[src/rtl/rt_host_dma_pkg.sv]
package rt_host_dma_pkg;

  typedef enum logic [1:0] {
    ST_IDLE = 2'd0,
    ST_REQ  = 2'd1,
    ST_ACK  = 2'd2,
    ST_FAIL = 2'd3
  } dmaState_t;

  // Strobes from control to datapath.
  typedef struct packed {
    logic loadCmd;    // latch command fields, clear counters
    logic latchWr;    // capture outgoing write word
    logic captureRd;  // capture word read from host memory
    logic advance;    // one word completed
  } dmaStrobe_t;

endpackage

[src/rtl/rt_host_dma_path.sv]
module rt_host_dma_path #(
  parameter int DATA_W = 16,
  parameter int CNT_W  = 5,
  parameter int SUB_W  = 5,
  localparam int CMD_W  = CNT_W + SUB_W + 1,
  localparam int ADDR_W = CMD_W
) (
  input  logic                        clk,
  input  logic                        rstN,
  input  rt_host_dma_pkg::dmaStrobe_t strb,
  input  logic [CMD_W-1:0]            cmdField,
  input  logic [DATA_W-1:0]           xferWrData,
  input  logic [DATA_W-1:0]           hostDataIn,
  output logic [ADDR_W-1:0]           hostAddr,
  output logic                        hostRead,
  output logic [DATA_W-1:0]           hostDataOut,
  output logic [DATA_W-1:0]           xferRdData,
  output logic                        countMet
);

  localparam int DIR_BIT = CNT_W + SUB_W;
  localparam logic [CNT_W:0] FULL_BLOCK = (CNT_W + 1)'(1 << CNT_W);
  localparam logic [CNT_W:0] DONE_MAX   = '1;

  logic             cmdDir;
  logic [SUB_W-1:0] cmdSub;
  logic [CNT_W:0]   wcExp;
  logic [CNT_W-1:0] wordIdx;
  logic [CNT_W:0]   wordsDone;
  logic [CNT_W:0]   wcDecoded;
  logic [DATA_W-1:0] wrReg;
  logic [DATA_W-1:0] rdReg;

  // A zero count field stands for a full block.
  always_comb begin
    if (cmdField[CNT_W-1:0] == '0) wcDecoded = FULL_BLOCK;
    else                           wcDecoded = {1'b0, cmdField[CNT_W-1:0]};
  end

  always_ff @(posedge clk or negedge rstN) begin
    if (!rstN) begin
      cmdDir    <= 1'b0;
      cmdSub    <= '0;
      wcExp     <= '0;
      wordIdx   <= '0;
      wordsDone <= '0;
    end else if (strb.loadCmd) begin
      cmdDir    <= cmdField[DIR_BIT];
      cmdSub    <= cmdField[DIR_BIT-1:CNT_W];
      wcExp     <= wcDecoded;
      wordIdx   <= '0;
      wordsDone <= '0;
    end else if (strb.advance) begin
      wordIdx <= wordIdx + 1'b1;
      if (wordsDone != DONE_MAX) wordsDone <= wordsDone + 1'b1;
    end
  end

  always_ff @(posedge clk or negedge rstN) begin
    if (!rstN) begin
      wrReg <= '0;
      rdReg <= '0;
    end else begin
      if (strb.latchWr)   wrReg <= xferWrData;
      if (strb.captureRd) rdReg <= hostDataIn;
    end
  end

  assign hostAddr    = {cmdDir, cmdSub, wordIdx};
  assign hostRead    = cmdDir;
  assign hostDataOut = wrReg;
  assign xferRdData  = rdReg;
  assign countMet    = (wordsDone == wcExp);

endmodule

[src/rtl/rt_host_dma_ctrl.sv]
module rt_host_dma_ctrl #(
  parameter int TIMEOUT = 64,
  localparam int TMR_W = $clog2(TIMEOUT + 1)
) (
  input  logic                        clk,
  input  logic                        rstN,
  input  logic                        cmdLoad,
  input  logic                        xferReq,
  input  logic                        msgEnd,
  input  logic                        msgValid,
  input  logic                        hostGrant,
  input  logic                        bufEn,
  input  logic                        isRead,
  input  logic                        countMet,
  output rt_host_dma_pkg::dmaStrobe_t strb,
  output logic                        hostReq,
  output logic                        hostAck,
  output logic                        hostStrobe,
  output logic                        hostDataOe,
  output logic                        xferDone,
  output logic                        hsFailN,
  output logic                        goodBlock
);
  import rt_host_dma_pkg::*;

  localparam logic [TMR_W-1:0] TMR_LAST = TMR_W'(TIMEOUT - 1);

  dmaState_t        state;
  logic [TMR_W-1:0] timer;
  logic             msgActive;
  logic             doneQ;
  logic             gbrQ;
  logic             startWord;

  assign startWord = (state == ST_IDLE) && xferReq && msgActive;

  always_ff @(posedge clk or negedge rstN) begin
    if (!rstN) begin
      state     <= ST_IDLE;
      timer     <= '0;
      msgActive <= 1'b0;
    end else if (cmdLoad) begin
      state     <= ST_IDLE;
      timer     <= '0;
      msgActive <= 1'b1;
    end else begin
      if (msgEnd) msgActive <= 1'b0;
      unique case (state)
        ST_IDLE: begin
          if (startWord) begin
            state <= ST_REQ;
            timer <= '0;
          end
        end
        ST_REQ: begin
          if (hostGrant) begin
            state <= ST_ACK;
          end else if (timer == TMR_LAST) begin
            state     <= ST_FAIL;
            msgActive <= 1'b0;
          end else begin
            timer <= timer + 1'b1;
          end
        end
        ST_ACK:  state <= ST_IDLE;
        ST_FAIL: state <= ST_FAIL;
        default: state <= ST_IDLE;
      endcase
    end
  end

  always_ff @(posedge clk or negedge rstN) begin
    if (!rstN) begin
      doneQ <= 1'b0;
      gbrQ  <= 1'b0;
    end else begin
      doneQ <= (state == ST_ACK) && !cmdLoad;
      gbrQ  <= msgEnd && msgValid && msgActive && !cmdLoad &&
               (state == ST_IDLE) && !isRead && countMet;
    end
  end

  always_comb begin
    strb           = '0;
    strb.loadCmd   = cmdLoad;
    strb.latchWr   = startWord && !cmdLoad;
    strb.captureRd = (state == ST_ACK) && isRead && !cmdLoad;
    strb.advance   = (state == ST_ACK) && !cmdLoad;
  end

  assign hostReq    = (state == ST_REQ);
  assign hostAck    = (state == ST_ACK);
  assign hostStrobe = (state == ST_ACK);
  assign hostDataOe = (state == ST_ACK) && !isRead && bufEn;
  assign hsFailN    = (state != ST_FAIL);
  assign xferDone   = doneQ;
  assign goodBlock  = gbrQ;

endmodule

[src/rtl/rt_host_dma.sv]
module rt_host_dma #(
  parameter int TIMEOUT = 64,
  parameter int DATA_W  = 16,
  parameter int CNT_W   = 5,
  parameter int SUB_W   = 5,
  localparam int CMD_W  = CNT_W + SUB_W + 1,
  localparam int ADDR_W = CMD_W
) (
  input  logic              clk,
  input  logic              rstN,
  input  logic              cmdLoad,
  input  logic [CMD_W-1:0]  cmdField,
  input  logic              xferReq,
  input  logic [DATA_W-1:0] xferWrData,
  output logic              xferDone,
  output logic [DATA_W-1:0] xferRdData,
  input  logic              msgEnd,
  input  logic              msgValid,
  output logic              hostReq,
  input  logic              hostGrant,
  output logic              hostAck,
  output logic              hostStrobe,
  output logic              hostRead,
  output logic [ADDR_W-1:0] hostAddr,
  input  logic [DATA_W-1:0] hostDataIn,
  output logic [DATA_W-1:0] hostDataOut,
  output logic              hostDataOe,
  input  logic              bufEn,
  output logic              hsFailN,
  output logic              goodBlock
);

  rt_host_dma_pkg::dmaStrobe_t strb;
  logic countMet;

  rt_host_dma_ctrl #(.TIMEOUT(TIMEOUT)) ctrlInst (
    .clk       (clk),
    .rstN      (rstN),
    .cmdLoad   (cmdLoad),
    .xferReq   (xferReq),
    .msgEnd    (msgEnd),
    .msgValid  (msgValid),
    .hostGrant (hostGrant),
    .bufEn     (bufEn),
    .isRead    (hostRead),
    .countMet  (countMet),
    .strb      (strb),
    .hostReq   (hostReq),
    .hostAck   (hostAck),
    .hostStrobe(hostStrobe),
    .hostDataOe(hostDataOe),
    .xferDone  (xferDone),
    .hsFailN   (hsFailN),
    .goodBlock (goodBlock)
  );

  rt_host_dma_path #(.DATA_W(DATA_W), .CNT_W(CNT_W), .SUB_W(SUB_W)) pathInst (
    .clk        (clk),
    .rstN       (rstN),
    .strb       (strb),
    .cmdField   (cmdField),
    .xferWrData (xferWrData),
    .hostDataIn (hostDataIn),
    .hostAddr   (hostAddr),
    .hostRead   (hostRead),
    .hostDataOut(hostDataOut),
    .xferRdData (xferRdData),
    .countMet   (countMet)
  );

endmodule

[config.mk]
export PLATFORM = sky130hd
export DESIGN_NAME = rt_host_dma
export DESIGN_NICKNAME = d
export VERILOG_FILES = /design/src/rtl/rt_host_dma_pkg.sv /design/src/rtl/rt_host_dma_path.sv /design/src/rtl/rt_host_dma_ctrl.sv /design/src/rtl/rt_host_dma.sv
export SDC_FILE = /design/constraint.sdc
export NUM_CORES = 1
export LEC_CHECK = 0
export ABC_CLOCK_PERIOD_IN_PS = 1600
export BUFFER_PORTS_ARGS = -buffer_cell sky130_fd_sc_hd__buf_2
export CAP_MARGIN = 10
export CORE_UTILIZATION = 30
export DETAILED_ROUTE_END_ITERATION = 8
export GPL_TIMING_DRIVEN = 0
export MAX_ROUTING_LAYER = met4
export PLACE_DENSITY = 0.51
export SLEW_MARGIN = 20
export SYNTH_ARGS = -nofsm -noshare
export SYNTH_HDL_FRONTEND = slang
export SYNTH_SLANG_ARGS = --single-unit
[constraint.sdc]
create_clock -name clk -period 1.6 [get_ports clk]
set_clock_uncertainty 0.2 [all_clocks]
set_input_delay 0.08 -clock clk [delete_from_list [all_inputs] [get_ports clk]]
set_output_delay 0.08 -clock clk [all_outputs]
set_load 0.05 [all_outputs]
==> impl_metrics.yaml <==
run_status:
  outcome: "finished, violations left"
  violations: "setup timing"
floorplan:
  start_util: 0.312
  num_rows: 35
  dieArea_mm2: 0.0101
  ios: 102
  core_area_mm2: 0.00928
  die_y_um: 100
  fp.dieW_um: 100
global_route:
  grt_pass1_wl_um: 11700
  antenna_found_initial: 0
  overflow: 0
  grt_pass1_vias: 2476
  grt_start_max_net_pins: 39
  grt_usage: 0.156
final_layout:
  fill_cells: 823
  multiInputGateArea_mm2: 0.00137
  ff_latch_area_mm2: 0.00168
  drive_gt1_frac: 0.514
  nets: 471
  fin_util: 0.524
  area_growth_pct: 67.8
  num_antenna_cells: 0
flow_run:
  maxCapViolCount: 0
place:
  gp_congestion: 0.727
  dpl.hpwl_um: 4510
  portBuffers: 100
timing:
  min_period_ns: 1.78
  hold_viol: 0
  fmax_mhz: 560
  fin_ws_ns: -0.184
  rsz0062_at_grt: "yes"
  maxSlewHeadroom: 0.652
  worstMarginPinSlew_ns: 0.522
  hold_slack_ns: 0.0000761
  final_max_slew_viol_count: 0
  finalCritPeriodShare: 1.12
  setup_viol: 42
clock_tree:
  clock_latency_ns: 0.34
  cts-buffers-inserted: 9
  clock-sinks: 67
  cts-root-buf: "clkbuf_8"
  clockBufferDepth: 2
  cts_tree: "yes"
  h-tree-depth: 3
  path_clk_slew_ns: 0.07
detailed_routing:
  drt-initial-drc-count: 37
  routed_wirelength_um: 7500
  wl_per_cell_um: 13.6
  drcViolationCount: 0
  drtPass1Iterations: 4
  viasPerCell: 4.40
  vias: 2422
  antenna_left: 0
synth:
  syn_inst: 228
  syn_nets: 282
  ys.flop_type: "dfrtp_1"
  ys_seq_elements: 67
  yosys_warnings: 0
  async_flop_share: 1.00
  syn_area_per_cell_um2: 12.7
  netlist_area_mm2: 0.00290
  seq_area_frac_synth: 0.578
  synth.distinct_cells: 46
  synth-edff-count: 0
critical_path:
  cpMaxStageDelayCell: "dfrtp_1"
  crit_path_end_kind: "flop"
  worstPathRequired_ns: 1.66
  worstSetupStartpointType: "flop"
  reg2reg_slack_ns: -0.18
  cp.depth: 5
  crit_buf_inv: 0
  ff2ff_path_depth: 5
  worst-path-max-fanout: 4
  critPathArrivalTime_ns: 1.84
  cpPeakStageDelay_ns: 0.40
  crit_chain: "ha_4, nand2_2, or3_4, a211o_1, a31oi_1"
  worstSetupPathType: "reg2reg"
  r2r_end: "ctrlInst.timer[3]"
  reg2reg_from: "ctrlInst.timer[0]"
  path_delay_family: "compound AO/OA/AOI/OAI gates"
power_and_ir_drop:
  vdd_ir_drop_max_mv: 0.526
  leakage_nw: 2.33
  power.density_mw_per_mm2: 1140
worst_hold_path:
  min_path_type: "in2async"
worst max path at each step:
stage | start | endpoint | slack [ns]
floorplan | ctrlInst.timer[0] | ctrlInst.timer[4] | -0.14
global placement | rstN | ctrlInst.state[1] | -0.26
detailed placement | ctrlInst.state[0] | pathInst.hostDataOut[12] | -0.27
CTS | ctrlInst.timer[0] | ctrlInst.timer[3] | -0.22
global route | ctrlInst.timer[0] | ctrlInst.timer[6] | -0.25
finish | ctrlInst.timer[0] | ctrlInst.timer[3] | -0.18
flip-flops by register name, indices dropped and copies added, names as in the netlist:
signal and count:
ctrlInst.xferDone 1, pathInst.xferRdData 16, ctrlInst.goodBlock 1, ctrlInst.state 2, pathInst.wordsDone 6, ctrlInst.msgActive 1, pathInst.hostDataOut 16, pathInst.cmdSub 5
pathInst.wordIdx 5, ctrlInst.timer 7, pathInst.wcExp 6, pathInst.hostRead 1
synth_stat cells (2+ instances only):
master | n | area, um^2
nand4_1 | 3 | 18.8
nand2b_1 | 6 | 37.5
nor3b_1 | 2 | 15.0
mux2_2 | 42 | 473
nor4b_1 | 2 | 17.5
and3_1 | 3 | 18.8
xor2_1 | 7 | 61.3
nand2_1 | 13 | 48.8
o21ai_0 | 4 | 20.0
buf_4 | 5 | 37.5
nor2_1 | 19 | 71.3
ha_1 | 3 | 37.5
nand3_1 | 4 | 20.0
inv_1 | 4 | 15.0
nor3_1 | 4 | 20.0
xnor2_1 | 6 | 52.6
a21oi_1 | 4 | 20.0
buf_1 | 2 | 7.51
dfrtp_1 | 67 | 1680
a31oi_1 | 2 | 12.5
layout make-up:
cell class              count  share of cell area
repair buffers            182               0.280
clock buffers              11              0.0311
multi-input cells         146               0.281
plain buffers               6             0.00720
clock inverters             5              0.0175
flip-flops and latches     67               0.345
inverters                   5             0.00540
well taps                 129              0.0332
cell families after synthesis:
family	after synthesis	share of synthesized area
DFF	67	0.578
xor gates and xnor gates	13	0.0393
muxes	44	0.170
adders and majority gates	3	0.0129
AOI/OAI and AO/OA	22	0.0544
and+or+nand+nor	64	0.116
buffers and inverters	15	0.0289
metal layers:
metal / routed length, um / share of wire / global-route usage
met1: 3570 / 0.48 / 0.190
met2: 3350 / 0.45 / 0.247
met3: 466 / 0.062 / 0.0397
met4: 112 / 0.015 / 0.0602
met5: 0 / 0 / -
timing repair:
item / in CTS / in global routing
hold buffers: 50 / 0
cloned: 2 / 0
resized for setup: 28 / 29
pin swaps: 9 / 7
buffers inserted: 21 / 11
endpoints found under the setup margin: 49 / 51
endpoints found under the hold margin: 114 / 0
placed cells by master (no fill, tap or decap), types with 3 or more instances in the layout:
cell type | netlist | layout
mux2_4 | 0 | 32
inv_1 | 4 | 3
o21ai_0 | 4 | 4
xnor2_1 | 6 | 6
clkbuf_8 | 0 | 11
buf_2 | 1 | 95
buf_6 | 1 | 13
nand3_1 | 4 | 3
nand2_1 | 13 | 13
nor2_1 | 19 | 19
nand4_1 | 3 | 3
xor2_1 | 7 | 7
mux2_2 | 42 | 11
dfrtp_1 | 67 | 64
buf_8 | 0 | 3
dfrtp_2 | 0 | 3
nand2b_1 | 6 | 3
nand2b_4 | 0 | 3
a21oi_1 | 4 | 4
buf_4 | 5 | 20
dlygate4sd3_1 | 0 | 50
buf_12 | 0 | 3
nor3_1 | 4 | 4
report_power, final:
group | total, mW | switching, mW | internal, mW
Combinational | 1.85 | 1.17 | 0.684
Clock | 1.64 | 0.674 | 0.968
Sequential | 2.07 | 0.136 | 1.94
through the flow:
stage | worst slack, ns | total power [mW] | cells | setup TNS [ns] | instance area [um^2]
6_report | -0.184 | 5.56 | 551 | -3.03 | 4870
3_5_place_dp | -0.269 | 3.72 | 458 | -7.77 | 3710
5_1_grt | -0.251 | 5.80 | 551 | -5.46 | 4870
3_3_place_gp | -0.265 | 3.70 | 457 | -16.63 | 3680
2_1_floorplan | -0.139 | 3.30 | 228 | -1.99 | 3020
4_1_cts | -0.219 | 5.58 | 546 | -4.72 | 4770
worst register-to-register path, delay by kind of cell (launching register included):
kind / cells / cell delay, ns
compound gates: 2 / 0.51
fa+ha+maj: 1 / 0.16
flops: 1 / 0.40
simple gates: 2 / 0.43
No activity file was read; power rests on OpenSTA's default activity.
